$ cat src/rtl/dcm_pkg.sv
package dcm_pkg;
  typedef enum logic [2:0] {
    SEL_CTRL       = 3'd0,
    SEL_INV_ALL    = 3'd1,
    SEL_FLUSH_ALL  = 3'd2,
    SEL_INV_LINE   = 3'd3,
    SEL_FLUSH_LINE = 3'd4
  } reg_sel_e;

  typedef enum logic [1:0] {WK_IDLE, WK_SCAN, WK_WB} walk_state_e;

  typedef enum logic {OP_FLUSH = 1'b0, OP_INV = 1'b1} op_kind_e;
endpackage

$ cat src/rtl/dcm_req_slot.sv
module dcm_req_slot
  import dcm_pkg::*;
#(
  parameter int ADDR_W = 32
) (
  input  logic              clk,
  input  logic              rst_n,
  input  logic              reg_we,
  input  logic [2:0]        reg_sel,
  input  logic [ADDR_W-1:0] reg_wdata,
  input  logic              take,
  output logic              mode_q,
  output logic              slot_v,
  output op_kind_e          slot_kind,
  output logic              slot_whole,
  output logic              slot_mode,
  output logic [ADDR_W-1:0] slot_addr
);
  logic     new_v;
  op_kind_e new_kind;
  logic     new_whole;

  always_comb begin
    new_v     = 1'b0;
    new_kind  = OP_FLUSH;
    new_whole = 1'b0;
    case (reg_sel_e'(reg_sel))
      SEL_INV_ALL:    begin new_v = reg_we && reg_wdata[0]; new_kind = OP_INV;   new_whole = 1'b1; end
      SEL_FLUSH_ALL:  begin new_v = reg_we && reg_wdata[0]; new_kind = OP_FLUSH; new_whole = 1'b1; end
      SEL_INV_LINE:   begin new_v = reg_we;                 new_kind = OP_INV;   end
      SEL_FLUSH_LINE: begin new_v = reg_we;                 new_kind = OP_FLUSH; end
      default:        new_v = 1'b0;
    endcase
  end

  always_ff @(posedge clk) begin
    if (!rst_n) begin
      mode_q     <= 1'b0;
      slot_v     <= 1'b0;
      slot_kind  <= OP_FLUSH;
      slot_whole <= 1'b0;
      slot_mode  <= 1'b0;
      slot_addr  <= '0;
    end else begin
      if (reg_we && reg_sel_e'(reg_sel) == SEL_CTRL) mode_q <= reg_wdata[0];
      if (new_v) begin
        slot_v     <= 1'b1;
        slot_kind  <= new_kind;
        slot_whole <= new_whole;
        slot_mode  <= mode_q;
        slot_addr  <= reg_wdata;
      end else if (take) begin
        slot_v <= 1'b0;
      end
    end
  end
endmodule

$ cat src/rtl/dcm_tag_store.sv
module dcm_tag_store #(
  parameter int LINES = 64,
  parameter int IDX_W = 6,
  parameter int TAG_W = 21
) (
  input  logic             clk,
  input  logic             rst_n,
  input  logic             fill_en,
  input  logic [IDX_W-1:0] fill_idx,
  input  logic [TAG_W-1:0] fill_tag,
  input  logic             fill_dirty,
  input  logic             clr_all,
  input  logic             upd_en,
  input  logic [IDX_W-1:0] upd_idx,
  input  logic             upd_clr_v,
  input  logic             upd_clr_d,
  input  logic [IDX_W-1:0] rd_idx,
  output logic             rd_v,
  output logic             rd_d,
  output logic [TAG_W-1:0] rd_tag,
  input  logic [IDX_W-1:0] probe_idx,
  output logic             probe_v,
  output logic             probe_d,
  output logic [LINES-1:0] all_v
);
  logic [LINES-1:0] all_d;
  logic [TAG_W-1:0] tags [LINES];

  for (genvar g = 0; g < LINES; g++) begin : g_line
    logic             lv, ld;
    logic [TAG_W-1:0] lt;
    always_ff @(posedge clk) begin
      if (!rst_n) begin
        lv <= 1'b0;
        ld <= 1'b0;
        lt <= '0;
      end else begin
        if (clr_all) begin
          lv <= 1'b0;
          ld <= 1'b0;
        end
        if (upd_en && upd_idx == IDX_W'(g)) begin
          if (upd_clr_v) lv <= 1'b0;
          if (upd_clr_d) ld <= 1'b0;
        end
        if (fill_en && fill_idx == IDX_W'(g)) begin
          lv <= 1'b1;
          ld <= fill_dirty;
          lt <= fill_tag;
        end
      end
    end
    assign all_v[g] = lv;
    assign all_d[g] = ld;
    assign tags[g]  = lt;
  end

  assign rd_v    = all_v[rd_idx];
  assign rd_d    = all_d[rd_idx];
  assign rd_tag  = tags[rd_idx];
  assign probe_v = all_v[probe_idx];
  assign probe_d = all_d[probe_idx];
endmodule

$ cat src/rtl/dcm_walker.sv
module dcm_walker
  import dcm_pkg::*;
#(
  parameter int ADDR_W = 32,
  parameter int LINES  = 64,
  parameter int IDX_W  = 6,
  parameter int OFS_W  = 5,
  parameter int TAG_W  = 21
) (
  input  logic              clk,
  input  logic              rst_n,
  input  logic              slot_v,
  input  op_kind_e          slot_kind,
  input  logic              slot_whole,
  input  logic              slot_mode,
  input  logic [ADDR_W-1:0] slot_addr,
  output logic              take,
  output logic [IDX_W-1:0]  rd_idx,
  input  logic              rd_v,
  input  logic              rd_d,
  input  logic [TAG_W-1:0]  rd_tag,
  output logic              upd_en,
  output logic              upd_clr_v,
  output logic              upd_clr_d,
  output logic              clr_all,
  output logic              wb_req,
  output logic [ADDR_W-1:0] wb_addr,
  input  logic              wb_ack,
  output logic              walk_active,
  output logic              walk_done
);
  function automatic logic [IDX_W-1:0] line_idx(input logic [ADDR_W-1:0] a);
    return a[OFS_W +: IDX_W];
  endfunction

  function automatic logic [TAG_W-1:0] line_tag(input logic [ADDR_W-1:0] a);
    return a[ADDR_W-1 -: TAG_W];
  endfunction

  function automatic logic [ADDR_W-1:0] line_base(input logic [TAG_W-1:0] t,
                                                  input logic [IDX_W-1:0] i);
    return {t, i, {OFS_W{1'b0}}};
  endfunction

  walk_state_e       st_q, st_d;
  op_kind_e          kind_q;
  logic              whole_q;
  logic [TAG_W-1:0]  tag_q;
  logic [IDX_W-1:0]  idx_q;
  logic [ADDR_W-1:0] wb_addr_q;

  logic idle, slot_pure, cur_whole, line_hit, last, step, start_walk;
  logic [TAG_W-1:0] cur_tag;

  assign idle       = (st_q == WK_IDLE);
  assign slot_pure  = slot_v && slot_kind == OP_INV && !slot_mode;
  assign start_walk = idle && slot_v && !slot_pure;
  assign cur_tag    = idle ? line_tag(slot_addr) : tag_q;
  assign cur_whole  = idle ? slot_whole : whole_q;
  assign rd_idx     = idle ? line_idx(slot_addr) : idx_q;
  assign line_hit   = rd_v && (cur_whole || rd_tag == cur_tag);
  assign last       = !whole_q || idx_q == IDX_W'(LINES - 1);

  always_comb begin
    st_d      = st_q;
    take      = 1'b0;
    upd_en    = 1'b0;
    upd_clr_v = 1'b0;
    upd_clr_d = 1'b0;
    clr_all   = 1'b0;
    step      = 1'b0;
    case (st_q)
      WK_IDLE: begin
        take = slot_v;
        if (slot_pure) begin
          if (slot_whole) clr_all = 1'b1;
          else if (line_hit) begin
            upd_en = 1'b1; upd_clr_v = 1'b1; upd_clr_d = 1'b1;
          end
        end else if (slot_v) begin
          st_d = WK_SCAN;
        end
      end
      WK_SCAN: begin
        if (line_hit && rd_d) begin
          st_d = WK_WB;
        end else begin
          if (line_hit && kind_q == OP_INV) begin
            upd_en = 1'b1; upd_clr_v = 1'b1; upd_clr_d = 1'b1;
          end
          step = 1'b1;
        end
      end
      WK_WB: begin
        if (wb_ack) begin
          upd_en    = 1'b1;
          upd_clr_d = 1'b1;
          upd_clr_v = (kind_q == OP_INV);
          step      = 1'b1;
        end
      end
      default: st_d = WK_IDLE;
    endcase
    if (step && last) st_d = WK_IDLE;
    if (step && !last) st_d = WK_SCAN;
  end

  assign walk_done = step && last;

  always_ff @(posedge clk) begin
    if (!rst_n) begin
      st_q      <= WK_IDLE;
      kind_q    <= OP_FLUSH;
      whole_q   <= 1'b0;
      tag_q     <= '0;
      idx_q     <= '0;
      wb_addr_q <= '0;
    end else begin
      st_q <= st_d;
      if (start_walk) begin
        kind_q  <= slot_kind;
        whole_q <= slot_whole;
        tag_q   <= line_tag(slot_addr);
        idx_q   <= slot_whole ? '0 : line_idx(slot_addr);
      end
      if (st_q == WK_SCAN && st_d == WK_WB) wb_addr_q <= line_base(rd_tag, idx_q);
      if (step && !last) idx_q <= idx_q + 1'b1;
    end
  end

  assign wb_req      = (st_q == WK_WB);
  assign wb_addr     = wb_addr_q;
  assign walk_active = !idle;
endmodule

$ cat src/rtl/dcache_maint.sv
module dcache_maint
  import dcm_pkg::*;
#(
  parameter int ADDR_W     = 32,
  parameter int LINES      = 64,
  parameter int LINE_BYTES = 32
) (
  input  logic                       clk,
  input  logic                       rst_n,
  input  logic                       reg_we,
  input  logic [2:0]                 reg_sel,
  input  logic [ADDR_W-1:0]          reg_wdata,
  output logic [ADDR_W-1:0]          ctrl_rdata,
  input  logic                       fill_en,
  input  logic [ADDR_W-1:0]          fill_addr,
  input  logic                       fill_dirty,
  input  logic [$clog2(LINES)-1:0]   probe_idx,
  output logic                       probe_valid,
  output logic                       probe_dirty,
  output logic                       wb_req,
  output logic [ADDR_W-1:0]          wb_addr,
  input  logic                       wb_ack
);
  localparam int IDX_W = $clog2(LINES);
  localparam int OFS_W = $clog2(LINE_BYTES);
  localparam int TAG_W = ADDR_W - IDX_W - OFS_W;

  logic              mode_q, slot_v, slot_whole, slot_mode, take;
  op_kind_e          slot_kind;
  logic [ADDR_W-1:0] slot_addr;
  logic [IDX_W-1:0]  rd_idx;
  logic              rd_v, rd_d;
  logic [TAG_W-1:0]  rd_tag;
  logic              upd_en, upd_clr_v, upd_clr_d;
  logic              clr_all_w, walk_active, walk_done_w, busy_w;
  logic [LINES-1:0]  line_v_w;

  dcm_req_slot #(.ADDR_W(ADDR_W)) u_slot (
    .clk(clk), .rst_n(rst_n), .reg_we(reg_we), .reg_sel(reg_sel),
    .reg_wdata(reg_wdata), .take(take), .mode_q(mode_q), .slot_v(slot_v),
    .slot_kind(slot_kind), .slot_whole(slot_whole), .slot_mode(slot_mode),
    .slot_addr(slot_addr)
  );

  dcm_tag_store #(.LINES(LINES), .IDX_W(IDX_W), .TAG_W(TAG_W)) u_store (
    .clk(clk), .rst_n(rst_n),
    .fill_en(fill_en), .fill_idx(fill_addr[OFS_W +: IDX_W]),
    .fill_tag(fill_addr[ADDR_W-1 -: TAG_W]), .fill_dirty(fill_dirty),
    .clr_all(clr_all_w), .upd_en(upd_en), .upd_idx(rd_idx),
    .upd_clr_v(upd_clr_v), .upd_clr_d(upd_clr_d),
    .rd_idx(rd_idx), .rd_v(rd_v), .rd_d(rd_d), .rd_tag(rd_tag),
    .probe_idx(probe_idx), .probe_v(probe_valid), .probe_d(probe_dirty),
    .all_v(line_v_w)
  );

  dcm_walker #(.ADDR_W(ADDR_W), .LINES(LINES), .IDX_W(IDX_W), .OFS_W(OFS_W),
               .TAG_W(TAG_W)) u_walk (
    .clk(clk), .rst_n(rst_n), .slot_v(slot_v), .slot_kind(slot_kind),
    .slot_whole(slot_whole), .slot_mode(slot_mode), .slot_addr(slot_addr),
    .take(take), .rd_idx(rd_idx), .rd_v(rd_v), .rd_d(rd_d), .rd_tag(rd_tag),
    .upd_en(upd_en), .upd_clr_v(upd_clr_v), .upd_clr_d(upd_clr_d),
    .clr_all(clr_all_w), .wb_req(wb_req), .wb_addr(wb_addr), .wb_ack(wb_ack),
    .walk_active(walk_active), .walk_done(walk_done_w)
  );

  // Busy covers a running walk and a held request that will need write-back.
  assign busy_w     = walk_active || (slot_v && (slot_kind == OP_FLUSH || slot_mode));
  assign ctrl_rdata = ADDR_W'({busy_w, mode_q});
endmodule

$ cat config.mk
export PLATFORM = sky130hd
export DESIGN_NAME = dcache_maint
export DESIGN_NICKNAME = d
export VERILOG_FILES = /design/src/rtl/dcm_pkg.sv /design/src/rtl/dcm_req_slot.sv /design/src/rtl/dcm_tag_store.sv /design/src/rtl/dcm_walker.sv /design/src/rtl/dcache_maint.sv
export SDC_FILE = /design/constraint.sdc
export NUM_CORES = 2
export LEC_CHECK = 0
export CELL_PAD_IN_SITES_DETAIL_PLACEMENT = 0
export CELL_PAD_IN_SITES_GLOBAL_PLACEMENT = 2
export CORE_ASPECT_RATIO = 2
export CORE_MARGIN = 2
export CORE_UTILIZATION = 24
export CTS_CLUSTER_SIZE = 40
export DETAILED_ROUTE_END_ITERATION = 8
export DONT_BUFFER_PORTS = 1
export PLACE_DENSITY = 0.61
export SLEW_MARGIN = 20
export SYNTH_ARGS = -nofsm -noshare
export SYNTH_HDL_FRONTEND = slang
export SYNTH_SLANG_ARGS = --single-unit
export TNS_END_PERCENT = 5
$ cat constraint.sdc
create_clock -name clk -period 13.9 [get_ports clk]
set_input_delay 2.085 -clock clk [delete_from_list [all_inputs] [get_ports clk]]
set_output_delay 2.085 -clock clk [all_outputs]
set_load 0.02 [all_outputs]
==> impl_metrics.yaml <==
run_status:
  status: "completed"
sta:
  rsz0062_at_grt: "false"
  fin_crit_ns: 8.28
  hold_viol: 0
  finalClockSkew_ns: 0.0480
  finalCritPeriodShare_pct: 59.6
  slew_headroom_pct: 11.5
  hold_ws_ns: 0.454
  drv_slew: 0
  fmax_ghz: 0.121
  finalSetupTns_ns: 0
  worst_pin_slew_ns: 1.33
  setup_viol: 0
clocking:
  numCtsBuffers: 159
  tritoncts: "yes"
  clock_sinks: 1562
  clk_pin_slew_ns: 0.07
  ctsHtreeMaxLevel: 4
  cts_hold_buf: 0
  post_cts_buffers: 0
  clockBufferDepth: 4
  clockRootBuffer: "clkbuf_16"
  cts_resized: 0
  clkLatencyLatePin_ns: 0.87
worst_setup_path:
  cp.required_ns: 14.59
  worstSetupStartpointType: "register"
  cpMaxStageDelayCell: "nor4_1"
  max_stage_delay_ns: 0.99
  path_max_fanout: 64
  path_cells: "inv_1 > ha_4 > or3b_4 > buf_4 > nand2_1 > a22oi_1 > a21boi_0 > nor4_1 > nand4_1 > xor2_1 > nand4_1 > or4_4 > o41a_2 > buf_4 > nor4_1 > o22ai_1"
  cp_top_family: "simple AND/OR/NAND/NOR gates"
  crit_buf_inv: 3
  crit_arrival_ns: 8.97
  crit_path_end_kind: "register"
  worstSetupPathType: "register to register"
detailed_routing:
  drtIter0Drc: 6691
  wl_um: 400000
  drt_first_pass_iters: 7
  viasPerCell: 5.41
  dr_total_vias: 68300
  drc: 0
  ant_nets: 0
  wl_per_cell_um: 31.7
floorplanning:
  start_util_pct: 24.2
  die_area_um2: 297000
  core-area_um2: 291000
  num_rows: 280
  io_pins: 146
  fp.dieW_um: 387
  fp.dieH_um: 769
yosys:
  yosysSeqAreaShare_pct: 44.5
  synthAdderAreaFrac_pct: 0.107
  async_flop_share_pct: 0
  synth_top_area_share_pct: 44.5
  synth_cells: 9266
  synth_top_family_by_area: "compound AO/OA/AOI/OAI gates"
  synth_seq_cells: 1562
  synth_area_leader_cell: "dfxtp_1"
  ys.flop_type: "dfxtp_1"
  synth-xor-area-share_pct: 0.175
  syn_area_per_cell_um2: 7.58
  synthTopCellsByArea: "dfxtp_1 45%, nand2_1 16%, a21oi_1 13%"
  muxShareOfSynthArea_pct: 4.23
  synth_area_um2: 70200
  synth.distinct_cells: 83
  synth-compound-area-share_pct: 23.4
  yosysWarnings: 0
  synth_simple_gate_area_share_pct: 21.1
  synth-edff-count: 0
final_layout:
  final_layout_size_suffix_gt1_share_pct: 8.31
  most-common-layout-cells: "2954 x nand2_1, 1879 x a21oi_1, 1562 x dfxtp_1, 354 x o22ai_1, 263 x a21o_1"
  num-fill-cells: 31500
  area_delta_synth_final_pct: 11.7
  layout_commonest_cell: "nand2_1"
  layout.nets: 8758
place:
  portBuffers: 0
  place_congestion: 0.879
  post-dp-hpwl_um: 249000
pwr:
  p_leak_nw: 24.8
  total_power_mw: 10.3
  p_per_area_nw_per_um2: 132
  vdd_drop_max_mv: 0.0993
global_route:
  grt_max_degree: 198
  grt_pass1_vias: 64700
  grt_overflow: 0
  grt_pass1_wl_um: 544000
  track_usage_pct: 25.9
  antenna_found_initial: 18
hold_path:
  holdCritPathClass: "register to register"
run:
  max_cap_violations: 0
cell usage after synthesis, types with 8 or more instances:
cell       instances
o22a_1            11
nand4b_1           9
nor2_1           121
buf_2            155
a41oi_1           49
a21o_1           263
nand3_1          132
and3_1            13
nor3_1            84
o2111ai_1         22
or3_1              8
a22oi_1           39
o21a_1            24
dfxtp_1         1562
o22ai_1          356
o41ai_1           71
xnor2_1            8
mux4_2            95
nand2b_1          11
clkbuf_1         674
and2_1            14
nand3b_1           9
a21boi_0           8
buf_4             96
o21ai_0           95
a21oi_1         1880
mux2i_1           74
nor4_1           128
buf_6             26
buf_1             43
nand2_1         3004
or4_1             24
nand4_1           28
sequential cells by signal (all words and copies together), names as in the netlist:
register and count:
u_store.g_line.lt 1344, u_store.g_line.ld 64, u_store.g_line.lv 64, u_slot.slot_addr 27, u_walk.wb_addr 27, u_walk.tag_q 21, u_walk.idx_q 6, u_walk.st_q 2
u_slot.mode_q 1, u_slot.slot_kind 1, u_slot.slot_mode 1, u_slot.slot_v 1, u_slot.slot_whole 1, u_walk.kind_q 1, u_walk.whole_q 1
cell families (layout without fill, tap and decap cells):
logic type	count (synthesis)	count (layout)
simple gates	3631	3631
compound gates	2873	2873
flops	1562	1562
buf+inv	1002	479
mux	177	177
xor+xnor	14	14
fa+ha+maj	6	6
other cells	1	75
report_power, final:
| part | total (mW) | internal, mW | switching [mW] |
|---|---|---|---|
| registers | 4.52 | 4.50 | 0.0188 |
| logic | 1.39 | 0.355 | 1.03 |
| clock network | 4.44 | 2.43 | 2.01 |
| total | 10.3 | 7.28 | 3.06 |
worst reg2reg max path, stage by stage (launching register included):
cell	delay [ns]
dfxtp_1	0.42
inv_1	0.12
ha_4	0.31
or3b_4	0.81
buf_4	0.71
nand2_1	0.72
a22oi_1	0.37
a21boi_0	0.16
nor4_1	0.99
nand4_1	1.00
xor2_1	0.46
nand4_1	0.13
or4_4	0.53
o41a_2	0.52
buf_4	0.36
nor4_1	0.38
o22ai_1	0.12
metal layers:
| layer | up-vias | global-route usage, % | routed length (um) |
|---|---|---|---|
| met5 | - | 0 | 39 |
| met1 | 34000 | 26.3 | 137000 |
| met3 | 945 | 3.76 | 22300 |
| met2 | 2811 | 45.1 | 195000 |
| met4 | 6 | 25.1 | 45500 |
| li1 | 30600 | - | - |
per-stage QoR:
| step | setup slack (ns) | instance area, um2 | utilization, % | std cells |
|---|---|---|---|---|
| after global placement | 5.43 | 73200 | 25.2 | 12300 |
| final | 5.62 | 78400 | 27.0 | 12600 |
| after CTS | 5.45 | 78300 | 26.9 | 12600 |
| after global routing | 5.63 | 78400 | 27.0 | 12600 |
| after floorplan | 7.41 | 70400 | - | 9300 |
| after detailed placement | 5.52 | 73300 | 25.2 | 12300 |
area by class of cell:
| class | instances | area (um2) | share of cell area, % |
|---|---|---|---|
| multi-input cells | 6736 | 35500 | 45.3 |
| inverters | 5 | 26.3 | 0.0335 |
| clock inverters | 34 | 375 | 0.479 |
| clock buffers | 231 | 4620 | 5.89 |
| diodes | 40 | 100 | 0.128 |
| repair buffers | 209 | 1730 | 2.21 |
| flip-flops and latches | 1562 | 31300 | 39.9 |
| well taps | 3807 | 4760 | 6.07 |
worst paths after layout:
path                                      end  slack [ns]  depth (start not counted)                         start
min reg2reg      u_walk.tag_q[5]$_SDFFE_PN0P_        0.45                          2  u_walk.tag_q[5]$_SDFFE_PN0P_
max          u_store.g_line[43].lv$_SDFF_PN0_        5.62                         16     u_walk.st_q[1]$_SDFF_PN0_
min              u_walk.tag_q[5]$_SDFFE_PN0P_        0.45                          2  u_walk.tag_q[5]$_SDFFE_PN0P_
max reg2reg  u_store.g_line[43].lv$_SDFF_PN0_        5.62                         16     u_walk.st_q[1]$_SDFF_PN0_
Power figures use the tool's default switching activity.
